`config.mk`:
```
export PLATFORM = sky130hd
export DESIGN_NAME = pgwalk_top
export DESIGN_NICKNAME = d
export VERILOG_FILES = /design/src/rtl/pgwalk_pkg.sv /design/src/rtl/pgwalk_ctrl.sv /design/src/rtl/pgwalk_dp.sv /design/src/rtl/pgwalk_top.sv
export SDC_FILE = /design/constraint.sdc
export NUM_CORES = 1
export LEC_CHECK = 0
export BUFFER_PORTS_ARGS = -buffer_cell sky130_fd_sc_hd__buf_2
export CAP_MARGIN = 5
export CORE_ASPECT_RATIO = 0.6
export CORE_UTILIZATION = 46
export DETAILED_ROUTE_END_ITERATION = 16
export GPL_ROUTABILITY_DRIVEN = 0
export PLACE_DENSITY = 0.74
export SETUP_SLACK_MARGIN = 0.3
export SYNTH_ARGS = -nofsm -noshare
export SYNTH_HDL_FRONTEND = slang
export SYNTH_SLANG_ARGS = --single-unit
```
`constraint.sdc`:
```
create_clock -name clk -period 2.9 [get_ports clk]
set_input_delay 0.145 -clock clk [delete_from_list [all_inputs] [get_ports clk]]
set_output_delay 0.145 -clock clk [all_outputs]
set_load 0.005 [all_outputs]
```
`src/rtl/pgwalk_pkg.sv`:
```
package pgwalk_pkg;

  localparam int RIGHTS_W   = 3;
  localparam int RIGHTS_LSB = 1;
  localparam int ENTRY_SHIFT = 2;

  typedef enum logic [1:0] {
    FLT_NONE = 2'b00,
    FLT_PAGE = 2'b01,
    FLT_PROT = 2'b10
  } fault_e;

  typedef enum logic [1:0] {
    ST_IDLE,
    ST_READ_L1,
    ST_READ_L2,
    ST_DONE
  } walk_state_e;

  typedef struct packed {
    logic capture;
    logic takeTop;
    logic takeLeaf;
    logic selLeaf;
  } walk_ctl_t;

endpackage

```
`src/rtl/pgwalk_ctrl.sv`:
```
module pgwalk_ctrl
  import pgwalk_pkg::*;
(
  input  logic      clk,
  input  logic      rstN,
  input  logic      reqValid,
  output logic      reqReady,
  output logic      memReqValid,
  input  logic      memRspValid,
  input  logic      entryValid,
  output logic      rspValid,
  output walk_ctl_t ctl
);

  walk_state_e state, nextState;

  always_ff @(posedge clk) begin
    if (!rstN) state <= ST_IDLE;
    else       state <= nextState;
  end

  always_comb begin
    ctl       = '0;
    nextState = state;
    case (state)
      ST_IDLE: begin
        if (reqValid) begin
          ctl.capture = 1'b1;
          nextState   = ST_READ_L1;
        end
      end
      ST_READ_L1: begin
        if (memRspValid) begin
          ctl.takeTop = 1'b1;
          nextState   = entryValid ? ST_READ_L2 : ST_DONE;
        end
      end
      ST_READ_L2: begin
        ctl.selLeaf = 1'b1;
        if (memRspValid) begin
          ctl.takeLeaf = 1'b1;
          nextState    = ST_DONE;
        end
      end
      default: nextState = ST_IDLE;
    endcase
  end

  assign reqReady    = (state == ST_IDLE);
  assign memReqValid = (state == ST_READ_L1) || (state == ST_READ_L2);
  assign rspValid    = (state == ST_DONE);

  // a read state is held for as long as memory has not answered
  assert_wait_top_R11: assert property (@(posedge clk) disable iff (!rstN)
    (state == ST_READ_L1 && !memRspValid) |=> (state == ST_READ_L1));
  assert_wait_leaf_R11: assert property (@(posedge clk) disable iff (!rstN)
    (state == ST_READ_L2 && !memRspValid) |=> (state == ST_READ_L2));
  // an invalid top entry skips the second read
  assert_top_fault_skip_R5: assert property (@(posedge clk) disable iff (!rstN)
    (state == ST_READ_L1 && memRspValid && !entryValid) |=> (state == ST_DONE));

endmodule

```
`src/rtl/pgwalk_dp.sv`:
```
module pgwalk_dp
  import pgwalk_pkg::*;
#(
  parameter int OFF_W = 12,
  parameter int IDX_W = 10
) (
  input  logic                clk,
  input  logic                rstN,
  input  walk_ctl_t           ctl,
  input  logic [OFF_W+2*IDX_W-1:0] reqVaddr,
  input  logic [RIGHTS_W-1:0] reqAccess,
  input  logic [OFF_W+2*IDX_W-1:0] baseReg,
  input  logic [OFF_W+2*IDX_W-1:0] memData,
  output logic [OFF_W+2*IDX_W-1:0] memAddr,
  output logic                entryValid,
  output logic [OFF_W+2*IDX_W-1:0] rspPaddr,
  output logic [1:0]          rspFault,
  output logic [RIGHTS_W-1:0] rspRights
);

  localparam int ADDR_W = OFF_W + 2 * IDX_W;
  localparam int PFN_W  = ADDR_W - OFF_W;
  localparam int LEVELS = 2;

  logic [ADDR_W-1:0]   vaReg, baseR, leafBase, paddrR;
  logic [RIGHTS_W-1:0] accReg, rightsR, entryRights;
  fault_e              faultR;
  logic [IDX_W-1:0]    levelIdx [LEVELS];
  logic [ADDR_W-1:0]   tableBase, entryOffset;

  // level 0 is the top table (upper bits), level 1 the leaf table
  for (genvar lv = 0; lv < LEVELS; lv++) begin : g_index
    assign levelIdx[lv] = vaReg[OFF_W + (LEVELS-1-lv)*IDX_W +: IDX_W];
  end

  assign tableBase   = ctl.selLeaf ? leafBase : baseR;
  assign entryOffset = {{(ADDR_W-IDX_W-ENTRY_SHIFT){1'b0}},
                        (ctl.selLeaf ? levelIdx[1] : levelIdx[0]),
                        {ENTRY_SHIFT{1'b0}}};
  assign memAddr     = tableBase + entryOffset;

  assign entryValid  = memData[0];
  assign entryRights = memData[RIGHTS_LSB +: RIGHTS_W];

  always_ff @(posedge clk) begin
    if (!rstN) begin
      vaReg    <= '0;
      baseR    <= '0;
      accReg   <= '0;
      leafBase <= '0;
      paddrR   <= '0;
      rightsR  <= '0;
      faultR   <= FLT_NONE;
    end else begin
      if (ctl.capture) begin
        vaReg   <= reqVaddr;
        baseR   <= baseReg;
        accReg  <= reqAccess;
        paddrR  <= '0;
        rightsR <= '0;
        faultR  <= FLT_NONE;
      end
      if (ctl.takeTop) begin
        rightsR  <= entryRights;
        leafBase <= {memData[ADDR_W-1 -: PFN_W], {OFF_W{1'b0}}};
        if (!entryValid) faultR <= FLT_PAGE;
      end
      if (ctl.takeLeaf) begin
        rightsR <= entryRights;
        if (!entryValid)
          faultR <= FLT_PAGE;
        else if ((accReg & ~entryRights) != '0)
          faultR <= FLT_PROT;
        else
          paddrR <= {memData[ADDR_W-1 -: PFN_W], vaReg[OFF_W-1:0]};
      end
    end
  end

  assign rspPaddr  = paddrR;
  assign rspFault  = faultR;
  assign rspRights = rightsR;

  // a clean leaf result keeps the page offset of the request
  assert_offset_kept_R4: assert property (@(posedge clk) disable iff (!rstN)
    ($past(ctl.takeLeaf) && faultR == FLT_NONE)
      |-> (paddrR[OFF_W-1:0] == vaReg[OFF_W-1:0]));
  // a protection fault only when some requested type lacks a right
  assert_prot_cause_R7: assert property (@(posedge clk) disable iff (!rstN)
    ($past(ctl.takeLeaf) && faultR == FLT_PROT)
      |-> ((accReg & ~rightsR) != '0));

endmodule

```
`src/rtl/pgwalk_top.sv`:
```
module pgwalk_top
  import pgwalk_pkg::*;
#(
  parameter int OFF_W = 12,
  parameter int IDX_W = 10
) (
  input  logic                      clk,
  input  logic                      rstN,
  input  logic                      reqValid,
  output logic                      reqReady,
  input  logic [OFF_W+2*IDX_W-1:0]  reqVaddr,
  input  logic [RIGHTS_W-1:0]       reqAccess,
  input  logic [OFF_W+2*IDX_W-1:0]  baseReg,
  output logic                      rspValid,
  output logic [OFF_W+2*IDX_W-1:0]  rspPaddr,
  output logic [1:0]                rspFault,
  output logic [RIGHTS_W-1:0]       rspRights,
  output logic                      memReqValid,
  output logic [OFF_W+2*IDX_W-1:0]  memAddr,
  input  logic                      memRspValid,
  input  logic [OFF_W+2*IDX_W-1:0]  memData
);

  walk_ctl_t ctl;
  logic      entryValid;

  pgwalk_ctrl u_ctrl (
    .clk         (clk),
    .rstN        (rstN),
    .reqValid    (reqValid),
    .reqReady    (reqReady),
    .memReqValid (memReqValid),
    .memRspValid (memRspValid),
    .entryValid  (entryValid),
    .rspValid    (rspValid),
    .ctl         (ctl)
  );

  pgwalk_dp #(.OFF_W(OFF_W), .IDX_W(IDX_W)) u_dp (
    .clk        (clk),
    .rstN       (rstN),
    .ctl        (ctl),
    .reqVaddr   (reqVaddr),
    .reqAccess  (reqAccess),
    .baseReg    (baseReg),
    .memData    (memData),
    .memAddr    (memAddr),
    .entryValid (entryValid),
    .rspPaddr   (rspPaddr),
    .rspFault   (rspFault),
    .rspRights  (rspRights)
  );

  // acceptance closes the request port for the walk
  assert_busy_after_accept_R9: assert property (@(posedge clk) disable iff (!rstN)
    (reqValid && reqReady) |=> (!reqReady && !rspValid));
  // response lasts one cycle and then the walker is idle
  assert_rsp_pulse_R10: assert property (@(posedge clk) disable iff (!rstN)
    rspValid |=> (!rspValid && reqReady));
  // address held while memory is pending
  assert_addr_stable_R10: assert property (@(posedge clk) disable iff (!rstN)
    (memReqValid && !memRspValid) |=> (memReqValid && $stable(memAddr)));
  // faulted responses carry no address
  assert_fault_no_addr_R5: assert property (@(posedge clk) disable iff (!rstN)
    (rspValid && rspFault != 2'b00) |-> (rspPaddr == '0));
  // idle walker issues no memory read
  assert_idle_quiet_R1: assert property (@(posedge clk) disable iff (!rstN)
    reqReady |-> (!memReqValid && !rspValid));

endmodule

```
==> flow_metrics.py <==
metrics = {
    "layout": {
        "drive_gt1_share_pct": 31.50,
        "syn_to_final_growth_pct": 46.99,
        "stdcell_count": 1249,
        "diodes": 0,
        "fin_nets": 1162,
        "fin_util_pct": 69.60,
        "final_cell_mix": "223 x nand2_1, 166 x buf_2, 124 x dfxtp_1, 117 x a21boi_0, 73 x dlygate4sd3_1",
        "layout_commonest_cell": "nand2_1",
        "stdcell_area_sq_um": 9569,
    },
    "power_and_ir_drop": {
        "p_sw_mw": 2.477,
        "p_total_mw": 6.906,
        "power_density_nw_per_um2": 721.7,
        "swShare_pct": 35.87,
        "p_leak_nw": 3.835,
        "internal_power_mw": 4.429,
        "ir_drop_mv": 0.4447,
        "p_comb_share_pct": 37.2,
        "p_seq_share_pct": 32.3,
        "clkPwrFrac_pct": 30.5,
    },
    "global_route": {
        "antenna_found_initial": 1,
        "grt_max_degree": 127,
        "grt.total_usage_pct": 28.02,
        "overflow": 0,
        "first_global_vias": 6174,
        "grt_pass1_wl_mm": 31.95,
    },
    "detailed_routing": {
        "drc_errors": 0,
        "dr.pass1.iters": 6,
        "viasPerCell": 5.344,
        "drt_iter0_drc": 618,
        "via_count": 6675,
        "routedWlPerCell_um": 16.80,
        "drt_wl_total_mm": 20.98,
        "drtAntennaViolNets": 0,
    },
    "sta": {
        "fin_ws_ns": -0.3422,
        "fin_setup_tns_ns": -6.156,
        "slew_headroom_pct": 52.00,
        "period_share_pct": 111.8,
        "setup_viol": 25,
        "fmax_mhz": 308.4,
        "holdWs_ns": 0.01468,
        "finClkSkew_ns": 0.008932,
        "timing.final.hold_violations": 0,
        "final.min_clock_period_ns": 3.242,
        "drv_slew": 0,
        "rsz0062_at_grt": "true",
        "worst_pin_slew_ns": 0.7200,
    },
    "die": {
        "ioPinCount": 175,
        "die_h_um": 94.15,
        "core_sq_um": 13750,
        "dieWidth_um": 155.6,
        "initial_core_util_pct": 47.35,
        "die_area_sq_um": 14650,
        "rows": 33,
    },
    "run_status": {
        "violations": "setup timing",
        "outcome": "finished with violations",
    },
    "clock_network": {
        "htree_num_levels": 4,
        "root_buffer": "clkbuf_16",
        "cts_buffer_depth": 2,
        "cts_tree": "built",
        "cts_buffers": 17,
        "cts_sinks": 126,
        "clk_latency_ns": 0.41,
        "clk_pin_slew_worst_paths_ns": 0.06,
    },
    "logic_synthesis": {
        "ys_types": 65,
        "syn_nets": 908,
        "synth_seq_cells": 126,
        "avgSynthCellArea_sq_um": 8.240,
        "ys_warn_count": 0,
        "syn_area_sq_um": 6510,
        "synth-main-ff-cell": "dfxtp_1",
        "synth_edf_count": 0,
        "yosysSeqAreaShare_pct": 38.75,
        "synthCells": 790,
        "async_flop_share_pct": 0,
    },
    "place": {
        "placed_area_sq_um": 7654,
        "numPortBuffers": 166,
        "dp_hpwl_mm": 12.31,
        "dp_worst_setup_slack_ns": -0.006650,
        "dp.cells": 1107,
    },
    "hold_path": {
        "hp-class": "input port to flop",
        "hold_end": "u_dp.rspRights[2]",
        "min_from": "memData[3]",
        "holdPathStages": 3,
    },
    "critical_path": {
        "r2r_cells": 8,
        "reg2reg_setup_slack_ns": 0.71,
        "r2r-start": "u_ctrl.state[0]",
        "r2r-end": "u_dp.vaReg[25]",
        "worstPathArrival_ns": 3.10,
        "crit_path_end_kind": "output pin",
        "criticalPathCategory": "flop to output pin",
        "start_kind": "flop",
        "critPathRequiredTime_ns": 2.76,
        "path_max_fanout": 6,
    },
    "run": {
        "maxCapViolCount": 0,
    },
}
-- Yosys cell counts (12+ instances only) --
master    number  area share, %
a21oi_1       16            1.2
nor2b_1       15            1.4
inv_1         14           0.81
clkbuf_1      33            1.9
mux2i_1       20            3.1
xnor2_1       12            1.6
nand2_1      226             13
nand3_1       48            3.7
a21boi_0     119             14
dfxtp_1      126             39
ha_1          14            2.7
-- cell families after synthesis --
group,share of synthesized area (%)
compound gates,22.87
flops,38.75
mux,4.805
buf+inv,4.421
simple gates,23.06
fa+ha+maj,2.998
xor+xnor,3.094
-- per-layer routing --
metal	vias to the layer above	track usage (%)	share of wire (%)
met3	43	6.965	9.5
met1	3081	39.44	46
met4	2	9.395	1.7
met2	335	41.44	43
met5	-	0	0.081
li1	3214	-	-
-- power by group through the flow --
stage          clock network (mW)  registers (mW)  logic [mW]
2_1_floorplan                   0            2.17        1.53
5_1_grt                      2.21            2.25        2.80
3_5_place_dp                    0            2.24        2.11
6_report                     2.10            2.23        2.57
3_3_place_gp                    0            2.23        2.08
4_1_cts                      2.14            2.21        2.41
-- worst max path at each step --
| stage | startpoint | end | cells after the start | slack, ns |
|---|---|---|---|---|
| finish | u_ctrl.state[0] | memAddr[31] | 12 | -0.34 |
| global route | u_ctrl.state[0] | memAddr[31] | 12 | -0.42 |
| CTS | u_ctrl.state[0] | memAddr[31] | 12 | -0.27 |
| detailed placement | u_ctrl.state[1] | memAddr[31] | 10 | -0.007 |
| global placement | u_ctrl.state[1] | memAddr[31] | 10 | 0.08 |
| floorplan | u_ctrl.state[0] | memAddr[28] | 15 | 0.04 |
-- critical path, stage by stage, from the launching register on --
cell,delay (ns)
dfxtp_2,0.33
inv_2,0.05
ha_4,0.17
buf_12,0.14
buf_8,0.12
mux2_4,0.30
ha_4,0.32
nand4_1,0.22
nor2_4,0.22
o211ai_4,0.17
a2111oi_4,0.34
xnor2_1,0.16
buf_2,0.14
-- cell type report --
cell class | instances | area, sq um
clock buffers | 20 | 446.7
clock inverters | 12 | 136.4
fillers | 1060 | 4180
inverters | 14 | 52.55
multi-input cells | 597 | 4113
flip-flops and latches | 126 | 2525
well taps | 192 | 240.2
repair buffers | 288 | 2056
-- sequential cells by signal, summed over array words and instances (netlist names) --
name	cells
u_dp.rspFault	2
u_dp.leafBase	20
u_dp.baseR	32
u_dp.rspPaddr	32
u_ctrl.state	2
u_dp.accReg	3
u_dp.rspRights	3
u_dp.vaReg	32
-- repair_timing --
action / in CTS / in global routing
setup endpoints to repair: 27 / 27
pin swaps: 32 / 21
gates resized for setup: 48 / 21
setup buffers: 27 / 10
hold buffers: 73 / 0
hold endpoints to repair: 79 / 0
(Power assumes the default switching activity.)
